## src/rtl/hbg_pkg.sv

```systemverilog
package hbg_pkg;

    localparam int LEGS = 2;
    localparam int GATES = 2 * LEGS;

    typedef enum logic [2:0] {
        LEG_IDLE   = 3'd0,
        LEG_GAP_HI = 3'd1,
        LEG_GAP_LO = 3'd2,
        LEG_DRV_HI = 3'd3,
        LEG_DRV_LO = 3'd4
    } leg_state_t;

endpackage

```

## src/rtl/hbg_cmd_map.sv

```systemverilog
// Maps the bridge command onto a per-leg side request (1 = high side).
module hbg_cmd_map
    import hbg_pkg::*;
(
    input  logic            pwm_in,
    input  logic            dir_in,
    output logic [LEGS-1:0] want_hi
);

    always_comb begin
        // Braking (pwm low) requests both high sides.
        // Otherwise the direction picks the diagonal.
        want_hi[0] = !pwm_in || dir_in;
        want_hi[1] = !pwm_in || !dir_in;
    end

endmodule

```

## src/rtl/hbg_leg_fsm.sv

```systemverilog
// One half-bridge sequencer with dead-time insertion.
module hbg_leg_fsm
    import hbg_pkg::*;
#(
    parameter int DT_W = 9
) (
    input  logic            clk,
    input  logic            rst_n,
    input  logic            want_hi,
    input  logic [DT_W-1:0] dead_cycles,
    input  logic            dt_bypass,
    input  logic            disable_all,
    output logic            hi_cmd,
    output logic            lo_cmd
);

    localparam logic [DT_W-1:0] CNT_ONE = DT_W'(1);

    leg_state_t      state_q, state_d;
    logic [DT_W-1:0] cnt_q;
    logic            load_cnt;
    leg_state_t      drv_want;
    leg_state_t      gap_want;

    always_comb begin
        drv_want = want_hi ? LEG_DRV_HI : LEG_DRV_LO;
        gap_want = want_hi ? LEG_GAP_HI : LEG_GAP_LO;
    end

    // Next-state logic
    always_comb begin
        state_d  = state_q;
        load_cnt = 1'b0;
        unique case (state_q)
            LEG_IDLE: begin
                if (dt_bypass) begin
                    state_d = drv_want;
                end else begin
                    state_d  = gap_want;
                    load_cnt = 1'b1;
                end
            end
            LEG_GAP_HI: begin
                if (dt_bypass) begin
                    state_d = drv_want;
                end else if (!want_hi) begin
                    state_d  = LEG_GAP_LO;
                    load_cnt = 1'b1;
                end else if (cnt_q <= CNT_ONE) begin
                    state_d = LEG_DRV_HI;
                end
            end
            LEG_GAP_LO: begin
                if (dt_bypass) begin
                    state_d = drv_want;
                end else if (want_hi) begin
                    state_d  = LEG_GAP_HI;
                    load_cnt = 1'b1;
                end else if (cnt_q <= CNT_ONE) begin
                    state_d = LEG_DRV_LO;
                end
            end
            LEG_DRV_HI: begin
                if (!want_hi) begin
                    if (dt_bypass) begin
                        state_d = LEG_DRV_LO;
                    end else begin
                        state_d  = LEG_GAP_LO;
                        load_cnt = 1'b1;
                    end
                end
            end
            LEG_DRV_LO: begin
                if (want_hi) begin
                    if (dt_bypass) begin
                        state_d = LEG_DRV_HI;
                    end else begin
                        state_d  = LEG_GAP_HI;
                        load_cnt = 1'b1;
                    end
                end
            end
            default: begin
                state_d = LEG_IDLE;
            end
        endcase
        if (disable_all) begin
            state_d  = LEG_IDLE;
            load_cnt = 1'b0;
        end
    end

    // State register
    always_ff @(posedge clk) begin
        if (!rst_n) begin
            state_q <= LEG_IDLE;
        end else begin
            state_q <= state_d;
        end
    end

    // Dead-time counter: loaded when a gap begins, counts down inside it
    always_ff @(posedge clk) begin
        if (!rst_n) begin
            cnt_q <= '0;
        end else if (load_cnt) begin
            cnt_q <= dead_cycles;
        end else if ((state_q == LEG_GAP_HI || state_q == LEG_GAP_LO) && cnt_q != '0) begin
            cnt_q <= cnt_q - CNT_ONE;
        end
    end

    // Output process
    always_comb begin
        hi_cmd = 1'b0;
        lo_cmd = 1'b0;
        unique case (state_q)
            LEG_DRV_HI: hi_cmd = 1'b1;
            LEG_DRV_LO: lo_cmd = 1'b1;
            default: begin
                hi_cmd = 1'b0;
                lo_cmd = 1'b0;
            end
        endcase
    end

    AST_SWAP_NEEDS_BYPASS: assert property (@(posedge clk) disable iff (!rst_n)
        ((($past(state_q) == LEG_DRV_LO) && (state_q == LEG_DRV_HI)) ||
         (($past(state_q) == LEG_DRV_HI) && (state_q == LEG_DRV_LO))) |-> $past(dt_bypass));

    AST_GAP_EXIT_AT_EXPIRY: assert property (@(posedge clk) disable iff (!rst_n)
        ((($past(state_q) == LEG_GAP_HI) && (state_q == LEG_DRV_HI)) ||
         (($past(state_q) == LEG_GAP_LO) && (state_q == LEG_DRV_LO))) && !$past(dt_bypass)
        |-> ($past(cnt_q) <= CNT_ONE));

    AST_RESTART_RELOADS: assert property (@(posedge clk) disable iff (!rst_n)
        ((($past(state_q) == LEG_GAP_HI) && (state_q == LEG_GAP_LO)) ||
         (($past(state_q) == LEG_GAP_LO) && (state_q == LEG_GAP_HI)))
        |-> (cnt_q == $past(dead_cycles)));

    AST_DISABLE_TO_IDLE: assert property (@(posedge clk) disable iff (!rst_n)
        disable_all |=> (state_q == LEG_IDLE));

endmodule

```

## src/rtl/hbg_gate_mask.sv

```systemverilog
// Applies disable and per-switch fault masks to the sequenced commands.
module hbg_gate_mask
    import hbg_pkg::*;
(
    input  logic             clk,
    input  logic             rst_n,
    input  logic [LEGS-1:0]  hi_cmd,
    input  logic [LEGS-1:0]  lo_cmd,
    input  logic             disable_all,
    input  logic [GATES-1:0] fault_mask,
    output logic [GATES-1:0] gate_en
);

    for (genvar g = 0; g < LEGS; g++) begin : g_leg
        always_comb begin
            gate_en[2*g]   = hi_cmd[g] && !disable_all && !fault_mask[2*g];
            gate_en[2*g+1] = lo_cmd[g] && !disable_all && !fault_mask[2*g+1];
        end

        AST_NO_SHOOT_THROUGH: assert property (@(posedge clk) disable iff (!rst_n)
            !(gate_en[2*g] && gate_en[2*g+1]));
    end

endmodule

```

## src/rtl/hbridge_gate_seq.sv

```systemverilog
module hbridge_gate_seq
    import hbg_pkg::*;
#(
    parameter int DT_W = 9
) (
    input  logic             clk,
    input  logic             rst_n,
    input  logic             pwm_in,
    input  logic             dir_in,
    input  logic             dt_bypass,
    input  logic [DT_W-1:0]  dead_cycles,
    input  logic             disable_all,
    input  logic [GATES-1:0] fault_mask,
    output logic [GATES-1:0] gate_en
);

    logic [LEGS-1:0] want_hi;
    logic [LEGS-1:0] hi_cmd;
    logic [LEGS-1:0] lo_cmd;

    hbg_cmd_map u_map (
        .pwm_in  (pwm_in),
        .dir_in  (dir_in),
        .want_hi (want_hi)
    );

    for (genvar l = 0; l < LEGS; l++) begin : g_legs
        hbg_leg_fsm #(.DT_W(DT_W)) u_leg (
            .clk         (clk),
            .rst_n       (rst_n),
            .want_hi     (want_hi[l]),
            .dead_cycles (dead_cycles),
            .dt_bypass   (dt_bypass),
            .disable_all (disable_all),
            .hi_cmd      (hi_cmd[l]),
            .lo_cmd      (lo_cmd[l])
        );
    end

    hbg_gate_mask u_mask (
        .clk         (clk),
        .rst_n       (rst_n),
        .hi_cmd      (hi_cmd),
        .lo_cmd      (lo_cmd),
        .disable_all (disable_all),
        .fault_mask  (fault_mask),
        .gate_en     (gate_en)
    );

endmodule

```

## config.mk

```make
export PLATFORM = sky130hd
export DESIGN_NAME = hbridge_gate_seq
export DESIGN_NICKNAME = d
export VERILOG_FILES = /design/src/rtl/hbg_pkg.sv /design/src/rtl/hbg_cmd_map.sv /design/src/rtl/hbg_leg_fsm.sv /design/src/rtl/hbg_gate_mask.sv /design/src/rtl/hbridge_gate_seq.sv
export SDC_FILE = /design/constraint.sdc
export NUM_CORES = 1
export LEC_CHECK = 0
export BUFFER_PORTS_ARGS = -buffer_cell sky130_fd_sc_hd__clkbuf_2
export CORE_MARGIN = 8
export CORE_UTILIZATION = 41
export DETAILED_ROUTE_END_ITERATION = 8
export PLACE_DENSITY = 0.66
export SYNTH_ARGS = -nofsm -noshare
export SYNTH_HDL_FRONTEND = slang
export SYNTH_HIERARCHICAL = 1
export SYNTH_SLANG_ARGS = --single-unit
```

## constraint.sdc

```tcl
create_clock -name clk -period 3.29 [get_ports clk]
set_input_delay 0.658 -clock clk [delete_from_list [all_inputs] [get_ports clk]]
set_output_delay 0.658 -clock clk [all_outputs]
set_load 0.05 [all_outputs]
```

**Word level (Yosys, flattened, before mapping)**

Cells that the tools add are included.

- Bits in registers: 24
- Input port bits: 19
- Output and inout port bits: 4
- Logic and storage cells: 106

- Add/sub/neg operators: 2
- Magnitude comparators: 2
- Equal/unequal tests: 16
- Multiplexer cells: 51
- Bitwise operators: 1
- Reduce and logical (&&, ||, !) cells: 30

Operator list:

| operator | count |
|---|---|
| 3-bit two-way mux | 21 |
| 9-bit two-way mux | 4 |
| 3-bit case mux with 5 select lines | 2 |
| 1-bit two-way mux | 19 |
| 9-bit by 1-bit <= comparator with 1-bit output (second input constant) | 2 |
| 9-bit nonzero test | 2 |
| 9-bit by 1-bit subtractor with 9-bit output (second input constant) | 2 |
| 3-bit by 2-bit equality test with 1-bit output (second input constant) | 4 |
| 1-bit logical AND | 10 |
| 1-bit case mux with 5 select lines | 2 |
| 4-bit by 2-bit != test with 1-bit output (second input constant) | 2 |
| 4-bit != test (second input constant) | 2 |
| 4-bit AND reduction | 2 |
| 1-bit logical NOT | 7 |
| 3-bit by 1-bit equality test with 1-bit output (second input constant) | 2 |
| 3-bit equality test (second input constant) | 2 |
| 3-bit logical NOT | 2 |
| 2-bit two-way mux | 3 |
| 1-bit logical OR | 4 |
| 2-bit by 1-bit != test with 1-bit output (second input constant) | 2 |
| 2-bit != test (second input constant) | 2 |
| 2-bit nonzero test | 2 |
| 2-bit OR reduction | 1 |
| 1-bit NOT | 1 |

**Depth between registers and ports, before layout**

Gate-level depths: netlist of the first run.

- Depth in word-level cells: 7
- Depth in mapped cells: 8
- Mapped depth without buffers: 8

**By module**

The synthesis of the first run kept the hierarchy.

Modules (own cells, without submodules):

| module | instances | cells an instance | area an instance (sq um) | seq. area each (sq um) |
|---|---|---|---|---|
| hbg_leg_fsm | 2 | 112 | 932.1 | 240.2 |
| hbg_gate_mask | 1 | 4 | 30.0 | 0.0 |
| hbg_cmd_map | 1 | 2 | 10.0 | 0.0 |

**Least setup slack after synthesis of the first run**

OpenSTA, ideal clock, no wires.

- Kind: reg-to-output
- Start point: reg g_legs[0].u_leg.state_q[0]
- End point: out gate_en[1]
- Arrival: 1974 ps
- Data required time: 2632 ps
- Path slack: 658 ps
- Stages on the path, launching flop included: 4
- Buffers on the path: 1
- Cells stage by stage: dfxtp_1 buf_4 nor3b_1 nor3b_1

- Word-level cells in the longest chain between the ends: 4

Ends and longest elaborated chain:

| what | line | text |
|---|---|---|
| start, declared | hbg_leg_fsm.sv:19 | `leg_state_t state_q, state_d;` |
| start signal, assigned | hbg_leg_fsm.sv:98 | `state_q <= state_d;` |
| 3-bit equality test | hbg_leg_fsm.sv:117 | `unique case (state_q)` |
| 1-bit two-way mux | hbg_leg_fsm.sv:117 |  |
| via lo_cmd[0] | hbridge_gate_seq.sv:19 | `logic [LEGS-1:0] lo_cmd;` |
| 1-bit logical AND (2 in series) | hbg_gate_mask.sv:17 | `gate_en[2*g+1] = lo_cmd[g] && !disable_all && !fault_mask[2*g+1];` |
| end, declared | hbridge_gate_seq.sv:14 | `output logic [GATES-1:0] gate_en` |

The timed path passes the listed nets, and every way through them passes these cells.

**Final worst setup path of the first run**

- Start point: reg g_legs[0].u_leg.state_q[0]
- End point: out gate_en[0]

- Word-level cells in the longest chain between the ends: 4

Ends and longest elaborated chain:

| what | line | text |
|---|---|---|
| 3-bit by 2-bit equality test with 1-bit output | hbg_leg_fsm.sv:117 |  |
| 1-bit two-way mux | hbg_leg_fsm.sv:117 |  |
| via hi_cmd[0] | hbridge_gate_seq.sv:18 | `logic [LEGS-1:0] hi_cmd;` |
| 1-bit logical AND (2 in series) | hbg_gate_mask.sv:16 | `gate_en[2*g] = hi_cmd[g] && !disable_all && !fault_mask[2*g];` |

The timed path passes the listed nets, and every way through them passes these cells.

==> results.ini, run 1 <==
[drt]
drt-pass1-iter-count=4
routed_wl_microns=3910
antenna_left=0
drc=0
vias=1635
wl_per_cell_microns=13.2
drt_iter0_markers=63
avgViaCountPerCell=5.51

[grt]
grt_pass1_wl_microns=6870
antenna_found_initial=0
grt_max_degree=23
grt_overflow=0
grt.total_usage_pct=11.1
first_global_vias=1571

[timing]
fmax_mhz=403
clock_skew_ns=0.00173
hold_viol_final=0
max_slew_margin_pct=67.5
rsz0062_at_grt=no
tightestPinTransition_ns=0.485
setup_violations=0
min_period_ns=2.48
whs_ns=0.541
period_share_pct=75.5
fin_setup_tns_ns=0
report.final.slew_viol_count=0

[clock_tree]
cts_hold_buf=0
htree_levels=1
cts_resized=0
cts_buffer_depth=2
clk_pin_slew_ns=0.08
cts_sinks=24
cts_root_buf=clkbuf_8
insertion_delay_ns=0.27
numCtsBuffers=3
cts_tree=done
cts_setup_buffers=0

[logic_synthesis]
post-synth-top-area-fraction_pct=25.2
synth.largest_area_cell=dfxtp_1
ys_top_cells_by_area=dfxtp_1 (25%), ha_1 (9.2%), o21ai_0 (6.3%)
synthCells=230
synth_area_sq_um=1900
synthesis.nets=263
ys_types=38
synth_seq_area_share_pct=25.2
avgSynthCellArea_sq_um=8.28
yosys_warnings=6
ys_seq_elements=24

[floorplanning]
start_util_pct=43.1
core-area_sq_um=4410
rows=24
die_h_microns=84.2
ios=23
fp.dieW_microns=84.2
die_area_sq_um=7080

[power]
ir_worst_vdd_mv=0.143
p_sw_share_pct=36.7
p_switching_uw=325
clockPowerShare_pct=19.4
internal_power_uw=561
seqPwrFrac_pct=44.6
leakage_nw=0.797
pwr-share-comb_pct=36.0
p_per_area_nw_per_um2=432

[placed_design]
port_buffers=22
hpwl_microns=3010
place_congestion=0.785

[cells_and_area]
multi_input_area_sq_um=1320
post-route-util_pct=46.5
num_antenna_cells=0
nets=280
drive_gt1_share_pct=16.7
fill_cells=450
syn_to_final_growth_pct=7.82
regArea_sq_um=480

[hold_path]
min_to=g_legs[1].u_leg/cnt_q[7]
min_path_cells=2
hp-class=reg -> reg
hp-start=g_legs[1].u_leg/cnt_q[7]

[critical_path]
r2r-start=g_legs[1].u_leg/state_q[1]
cp.arrival_ns=1.83
endpoint_kind=output pin
startpoint=g_legs[0].u_leg/state_q[0]
worstPathRequired_ns=2.63
regToRegSetupSlack_ns=1.47
path_max_fanout=11
reg2reg_depth=5
r2r-end=g_legs[1].u_leg/state_q[2]
cp-start-kind=flip-flop
critical_path_class=reg -> out

[flow_run]
cap_violations=0

[run_status]
status=completed

==> cells by family after synthesis <==
kind of cell | Yosys count | synth area share (%)
compound gates | 64 | 21.4
xor+xnor | 8 | 4.47
fa+ha+maj | 14 | 9.20
buf+inv | 20 | 5.52
flops | 24 | 25.2
mux | 10 | 6.57
simple gates | 90 | 27.6
==> layer usage <==
layer  part of all wire, %  vias up  global-route usage, %
li1                      -      858                      -
met1                    53      744                   15.2
met2                    42       27                   16.9
met3                   3.6        6                   1.93
met4                   1.6        0                   3.92
met5                     0        -                      0
==> cells in the final DEF, fill, tap and decap left out, types with 3 or more instances in the layout <==
cell       n
xnor2_1    6
nor3_1     6
inv_1     10
mux2i_1    8
dfxtp_1   24
nand2b_1   5
a21oi_1   16
clkbuf_8   3
nand3b_1   6
o21ai_0   24
nand2_1   23
clkbuf_2  22
nor2b_1    4
a31oi_1    6
ha_1      14
nor2_1    16
o211ai_1   4
nand3_1    4
nor3b_1    8
==> cell type report <==
type | count | share of cell area (%)
Inverter | 10 | 1.83
Clock buffer | 3 | 2.01
Timing Repair Buffer | 22 | 5.36
Sequential cell | 24 | 23.4
Tap cell | 52 | 3.17
Multi-Input combinational cell | 186 | 64.2
==> worst max-delay path, cell delays in order (launching register included) <==
cell	delay, ns
dfxtp_1	0.59
nor2b_1	0.31
and2_1	0.16
nor3b_1	0.19
clkbuf_2	0.31
==> metrics by stage <==
stage,instance area [sq um],instances,setup slack [ns],power [mW]
6_report,2050,297,0.807,0.887
5_1_grt,2050,297,0.630,0.956
4_1_cts,2050,297,0.812,0.895
3_5_place_dp,2010,294,0.845,0.722
3_3_place_gp,2010,294,0.896,0.714
2_1_floorplan,1900,230,0.658,0.654
==> power by group through the flow <==
stage | Clock [mW] | Sequential [mW] | Combinational (mW)
floorplan | 0 | 0.378 | 0.276
global placement | 0 | 0.402 | 0.312
detailed placement | 0 | 0.402 | 0.320
CTS | 0.179 | 0.396 | 0.321
global route | 0.188 | 0.405 | 0.363
finish | 0.172 | 0.396 | 0.319
==> registers in the layout (all words and copies together), names as in the netlist <==
| register | flops |
|---|---|
| g_legs.u_leg/state_q | 6 |
| g_legs.u_leg/cnt_q | 18 |
==> worst max path at each step <==
| stage | end | slack, ns | cells past startpoint |
|---|---|---|---|
| after floorplan | gate_en[1] | 0.66 | 3 |
| after global placement | g_legs[0].u_leg/state_q[2] | 0.90 | 9 |
| after detailed placement | g_legs[0].u_leg/state_q[2] | 0.85 | 9 |
| after CTS | gate_en[3] | 0.81 | 3 |
| after global routing | gate_en[0] | 0.63 | 4 |
| final | gate_en[0] | 0.81 | 4 |
==> Yosys cell counts (all sizes together) <==
cell and instances:
a211o 2, a21oi 16, a311oi 2, a31o 2, a31oi 6, and2 2
and2b 2, and3b 2, buf 6, clkbuf 4, dfxtp 24, ha 14
inv 10, mux2i 8, mux4 2, nand2 23, nand2b 5, nand3 4
nand3b 6, nand4 2, nor2 16, nor2b 4, nor3 8, nor3b 8
nor4 2, nor4b 2, o2111ai 2, o211a 2, o211ai 4, o21a 2
o21ai 24, o311ai 2, or3 2, or3b 2, xnor2 6, xor2 2
No activity file was read; power rests on OpenSTA's default activity.
==> inputs of run 2 (changes only) <==
- PLACE_DENSITY: 0.66 -> 0.68
- clock period: 3.29 -> 2.1 ns (I/O delays scaled with it)
==> run 2 against run 1 <==
Global-route usage rose by 1.3 points. Sequential power grew 55%. Clock power grew 140%. Die area unchanged. Critical path depth shrank 1. Cell count is 4.4% higher. Wire length is 7.2% higher. Flip-flop and latch count is the same. First-iteration DRC count increased by 22%. Power rose by 76%. Utilization up 3.4 points. Largest cell class unchanged. Highest routed layer unchanged.
==> results.ini, run 2 (synthesized netlist as in run 1, its figures left out) <==
[run_status]
status=completed

[placed_design]
dp_cells=306  ; +4.1%
hpwl_microns=3240  ; +7.6%
place_congestion=0.796  ; +1.3%
port_buffers=22  ; unchanged

[drt]
drt-pass1-iter-count=4  ; unchanged
wl_per_cell_microns=13.5  ; +2.7%
routed_wl_microns=4190  ; +7.2%
antenna_left=0  ; unchanged
drt_iter0_markers=77  ; +22%
avgViaCountPerCell=5.51  ; about the same
drc=0  ; unchanged
vias=1707  ; +4.4%

[critical_path]
cp-start-kind=flip-flop
cp.arrival_ns=1.55  ; -0.28 ns
critical_path_class=reg -> out
path_max_fanout=13  ; +2
worstPathRequired_ns=1.68  ; -0.95 ns
endpoint_kind=output pin
regToRegSetupSlack_ns=0.26  ; -1.21 ns

[clock_tree]
cts_buffer_depth=2  ; unchanged
cts_root_buf=clkbuf_8
cts_setup_buffers=0  ; unchanged
cts_tree=done
htree_levels=1  ; unchanged
cts_sinks=24  ; unchanged
insertion_delay_ns=0.27  ; about the same
clk_pin_slew_ns=0.09  ; about the same
numCtsBuffers=3  ; unchanged

[hold_path]
hp-class=in -> reg

[floorplanning]
rows=24  ; unchanged
die_area_sq_um=7080  ; unchanged
start_util_pct=43.1  ; unchanged
die_h_microns=84.2  ; unchanged
fp.dieW_microns=84.2  ; unchanged
core-area_sq_um=4410  ; unchanged
ios=23  ; unchanged

[timing]
hold_viol_final=0  ; unchanged
report.final.slew_viol_count=0  ; unchanged
tightestPinTransition_ns=0.488  ; +0.00292 ns
min_period_ns=1.97
fmax_mhz=508
setup_violations=0  ; unchanged
max_slew_margin_pct=67.3  ; -0.20 points
period_share_pct=93.8
fin_setup_tns_ns=0  ; unchanged
clock_skew_ns=0.00445  ; +0.00273 ns

[grt]
grt_pass1_wl_microns=7710  ; +12%
grt.total_usage_pct=12.4  ; +1.3 points
antenna_found_initial=0  ; unchanged
first_global_vias=1730  ; +10%
grt_overflow=0  ; unchanged
grt_max_degree=23  ; unchanged

[cells_and_area]
syn_to_final_growth_pct=15.6
final_cell_mix=o21ai_0 (24), nand2_1 (23), dfxtp_1 (23), clkbuf_2 (21)
final_common_cell=o21ai_0
top_register=g_legs.u_leg/cnt_q
num_antenna_cells=0  ; unchanged
finalNonFillerCells=310  ; +4.4%
nets=292  ; +4.3%
largest_reg_flops=18  ; unchanged
largest_registers=g_legs.u_leg/cnt_q x18, g_legs.u_leg/state_q x6
drive_gt1_share_pct=23.6  ; +6.9 points

[flow_run]
cap_violations=0  ; unchanged

[power]
leakage_nw=0.883  ; +11%
p_per_area_nw_per_um2=709  ; +64%
ir_worst_vdd_mv=0.399  ; +180%

==> run 2: critical path, cell delays in order (launching register included) <==
cell and delay (ns):
dfxtp_1 0.47, nor3b_1 0.31, nor3b_2 0.20, clkbuf_2 0.29
==> run 2: timing repair <==
action | 4_1_cts | 5_1_grt
hold buffers | 0 | 0
setup endpoints to repair | 1 | 2
resized for setup | 1 | 3
==> run 2: through the flow <==
stage	cell area, sq um	utilization (%)	hold slack [ns]	worst slack (ns)	total power, mW
after detailed placement	2120	48.1	0.523	0.0217	1.16
final	2200	49.9	0.395	0.130	1.56
after floorplan	1920	-	0.495	0.187	1.02
after global placement	2120	48.1	0.520	0.109	1.15
after global routing	2200	49.9	0.438	-0.0178	1.68
after CTS	2200	49.8	0.387	0.0557	1.57
==> run 2: power breakdown <==
group / switching [mW] / leakage [nW] / total [mW] / internal [mW]
sequential: 0.0937 / 0.198 / 0.612 / 0.518
combinational: 0.286 / 0.649 / 0.543 / 0.257
clock: 0.152 / 0.0357 / 0.407 / 0.255
==> run 2: layout make-up <==
cell class                 count  area [sq um]
tap                           52          65.1
fill                         420          2210
multi-input combinational    186          1350
sequential                    24           482
clock buffer                   3          41.3
clock inverter                 1          30.0
timing repair buffer          34           200
inverter                      10          37.5
==> run 2: worst paths after layout <==
kind | start | endpoint | cells after the start
worst max register to register | g_legs[1].u_leg/state_q[1] | g_legs[1].u_leg/state_q[2] | 6
worst max-delay path | g_legs[0].u_leg/state_q[1] | gate_en[1] | 3
worst min-delay path | dead_cycles[1] | g_legs[0].u_leg/cnt_q[1] | 3
worst min register to register | g_legs[0].u_leg/cnt_q[7] | g_legs[0].u_leg/cnt_q[7] | 2
==> run 2: layer usage <==
metal | track usage, % | routed length, microns | vias up
met5 | 0 | 0 | -
met4 | 1.10 | 8 | 0
met3 | 2.80 | 148 | 2
met2 | 22.1 | 2110 | 17
met1 | 15.1 | 1920 | 800
li1 | - | - | 888
==> inputs of run 3 (changes only) <==
- SYNTH_HIERARCHICAL: 1 -> default
==> run 3 against run 2 <==
Utilization is 0.15 points lower. Area after synthesis is 5.3% lower. Non-clock buffer count is 2 higher. Cell count is 0.32% lower. Sequential share of layout area is 0.62 points higher. Maximum frequency is 2.0% lower. Setup slack worse by 0.041 ns. Largest cell class unchanged.
==> results.ini, run 3 <==
[floorplanning]
fp.dieW_microns=82.3  ; -2.2%
core-area_sq_um=4290  ; -2.7%
die_area_sq_um=6780  ; -4.3%
rows=24  ; unchanged
die_h_microns=82.3  ; -2.2%
start_util_pct=42.0  ; -1.1 points
ios=23  ; unchanged

[cells_and_area]
largest_registers=g_legs.u_leg.cnt_q x18, g_legs.u_leg.state_q x6
post-route-util_pct=49.7  ; -0.15 points
drive_gt1_share_pct=21.0  ; -2.6 points
finalNonFillerCells=309  ; -0.32%
fin_area_sq_um=2140  ; -3.0%
final_cell_mix=dfxtp_1 (24), o21ai_0 (23), clkbuf_2 (21), a21oi_1 (18), nor2_1 (17)
nets=291  ; -0.34%
num_antenna_cells=0  ; unchanged
final_common_cell=dfxtp_1
largest_reg_flops=18  ; unchanged
syn_to_final_growth_pct=18.4
top_register=g_legs.u_leg.cnt_q

[logic_synthesis]
synthTopCellsByCount=dfxtp_1 (24), o21ai_0 (23), a21oi_1 (18)
synth_seq_area_share_pct=26.6  ; +1.4 points
synthCells=230  ; unchanged
ys_seq_elements=24  ; unchanged
synth_edf_count=0  ; unchanged
yosys_warnings=0  ; -6
synth-main-ff-cell=dfxtp_1
ys_top_cells_by_area=dfxtp_1 (27%), ha_1 (9.7%), o21ai_0 (6.4%)
avgSynthCellArea_sq_um=7.84  ; -5.3%
synth_area_sq_um=1800  ; -5.3%
synthArstFlopShare_pct=0  ; unchanged
post-synth-top-area-fraction_pct=26.6  ; +1.4 points
synthesis.nets=263  ; unchanged
synth.largest_area_cell=dfxtp_1
ys_types=47  ; +24%
synth_most_common_cell=dfxtp_1

[clock_tree]
insertion_delay_ns=0.27  ; about the same
cts_buffer_depth=2  ; unchanged
cts_tree=done
cts_sinks=24  ; unchanged
clk_pin_slew_ns=0.09  ; about the same
numCtsBuffers=3  ; unchanged
htree_levels=1  ; unchanged
cts_hold_buf=0  ; unchanged
cts_root_buf=clkbuf_8
cts_setup_buffers=0  ; unchanged

[drt]
drt_iter0_markers=104  ; +35%
vias=1717  ; +0.59%
antenna_left=0  ; unchanged
routed_wl_microns=4220  ; +0.72%
wl_per_cell_microns=13.7  ; +1.0%
drc=0  ; unchanged
drt-pass1-iter-count=4  ; unchanged
avgViaCountPerCell=5.56  ; +0.91%

[placed_design]
dp_cells=305  ; -0.33%
hpwl_microns=3220  ; -0.38%
place_congestion=0.797  ; +0.21%
placed_cell_area_sq_um=2060  ; -2.8%
port_buffers=22  ; unchanged
post-place-ws_ns=0.0968  ; +0.0751 ns

[critical_path]
worstPathRequired_ns=1.68  ; about the same
reg2reg_depth=6  ; unchanged
r2r-end=g_legs[0].u_leg.cnt_q[1]
cp-start-kind=flip-flop
critical_path_class=reg -> out
r2r-start=g_legs[0].u_leg.cnt_q[0]
endpoint_kind=output pin
path_max_fanout=5  ; -8
cp.arrival_ns=1.59  ; +0.04 ns
regToRegSetupSlack_ns=0.30  ; +0.04 ns

[timing]
period_share_pct=95.7  ; +1.9 points
report.final.slew_viol_count=0  ; unchanged
min_period_ns=2.01  ; +0.0407 ns
hold_viol_final=0  ; unchanged
max_slew_margin_pct=67.4  ; +0.14 points
setup_violations=0  ; unchanged
clock_skew_ns=0.00921  ; +0.00475 ns
tightestPinTransition_ns=0.486  ; -0.00211 ns
fmax_mhz=497  ; -2.0%
rsz0062_at_grt=no
whs_ns=0.421  ; +0.0264 ns
fin_setup_tns_ns=0  ; unchanged
setup_ws_ns=0.0894  ; -0.0407 ns

[grt]
grt_max_degree=21  ; -8.7%
antenna_found_initial=0  ; unchanged
grt_overflow=0  ; unchanged
first_global_vias=1631  ; -5.7%
top_usage_layer=met2
use_met1_pct=16.3  ; +1.2 points
grt_use_met2_pct=24.0  ; +1.8 points
use_met3_pct=3.03  ; +0.23 points
grt.total_usage_pct=13.3  ; +0.95 points
grt_pass1_wl_microns=7440  ; -3.6%

[hold_path]
hp-start=dead_cycles[8]
hp-class=in -> reg
min_path_cells=3  ; unchanged
min_to=g_legs[0].u_leg.cnt_q[8]

[flow_run]
cap_violations=0  ; unchanged

[power]
leakage_nw=0.835  ; -5.3%
p_per_area_nw_per_um2=728  ; +2.7%
ir_worst_vdd_mv=0.640  ; +61%
p_total_mw=1.56  ; -0.40%

[run_status]
status=completed

[run 3: changes by cell type in the layout (fill, tap and decap cells not counted), sizes merged, moves of 3 or more]
cell | previous run | this run
or4 | 0 | 3
nor3 | 8 | 14
o211ai | 4 | 0
o22ai | 0 | 4
nand2 | 23 | 14
a211oi | 0 | 3
nor3b | 8 | 3
[run 3: kinds of logic (layout without fill, tap and decap cells)]
group	count (synthesis)	count (layout)	synth area share (%)
buffers and inverters	22	49	4.92
adder cells (fa/ha/maj)	14	14	9.71
XOR/XNOR	7	7	3.40
flip-flops	24	24	26.6
multiplexers	7	7	3.95
AND/OR/NAND/NOR	83	83	25.5
AO/OA/AOI/OAI	73	73	25.9
[run 3: area by class of cell]
class	instances	area, sq um
clock buffers	3	41.3
clock inverters	1	30.0
fillers	414	2160
inverters	9	33.8
multi-input cells	184	1250
flip-flops and latches	24	480
well taps	52	65.1
repair buffers	36	230
[run 3: where the power goes]
group	internal, mW	switching, mW	total (mW)
logic	0.255	0.313	0.568
registers	0.518	0.0653	0.583
clock network	0.255	0.150	0.404
total	1.03	0.528	1.56
[run 3: critical path, cell delays in order (launching register included)]
cell      delay (ns)
dfxtp_1         0.39
or3b_2          0.51
nor3_2          0.13
clkbuf_2        0.30
[run 3: worst max-delay path by stage]
stage | endpoint | from | slack (ns) | depth (start not counted)
6_report | gate_en[3] | g_legs[1].u_leg.state_q[2] | 0.09 | 3
5_1_grt | gate_en[1] | g_legs[0].u_leg.state_q[1] | 0.02 | 3
4_1_cts | gate_en[1] | g_legs[0].u_leg.state_q[1] | 0.06 | 3
3_5_place_dp | g_legs[0].u_leg.cnt_q[2] | pwm_in | 0.1 | 10
3_3_place_gp | g_legs[0].u_leg.cnt_q[3] | pwm_in | 0.16 | 10
2_1_floorplan | g_legs[0].u_leg.cnt_q[7] | pwm_in | 0.008 | 10
[run 3: routing by layer]
metal	wire length [microns]	part of all wire, %
met1	1960	46
met2	2160	51
met3	85	2.0
met4	13	0.31
met5	0	0
[run 3: timing repair]
action,4_1_cts,5_1_grt
setup endpoints to repair,0,1
endpoints found under the hold margin,0,0
resized for setup,0,2
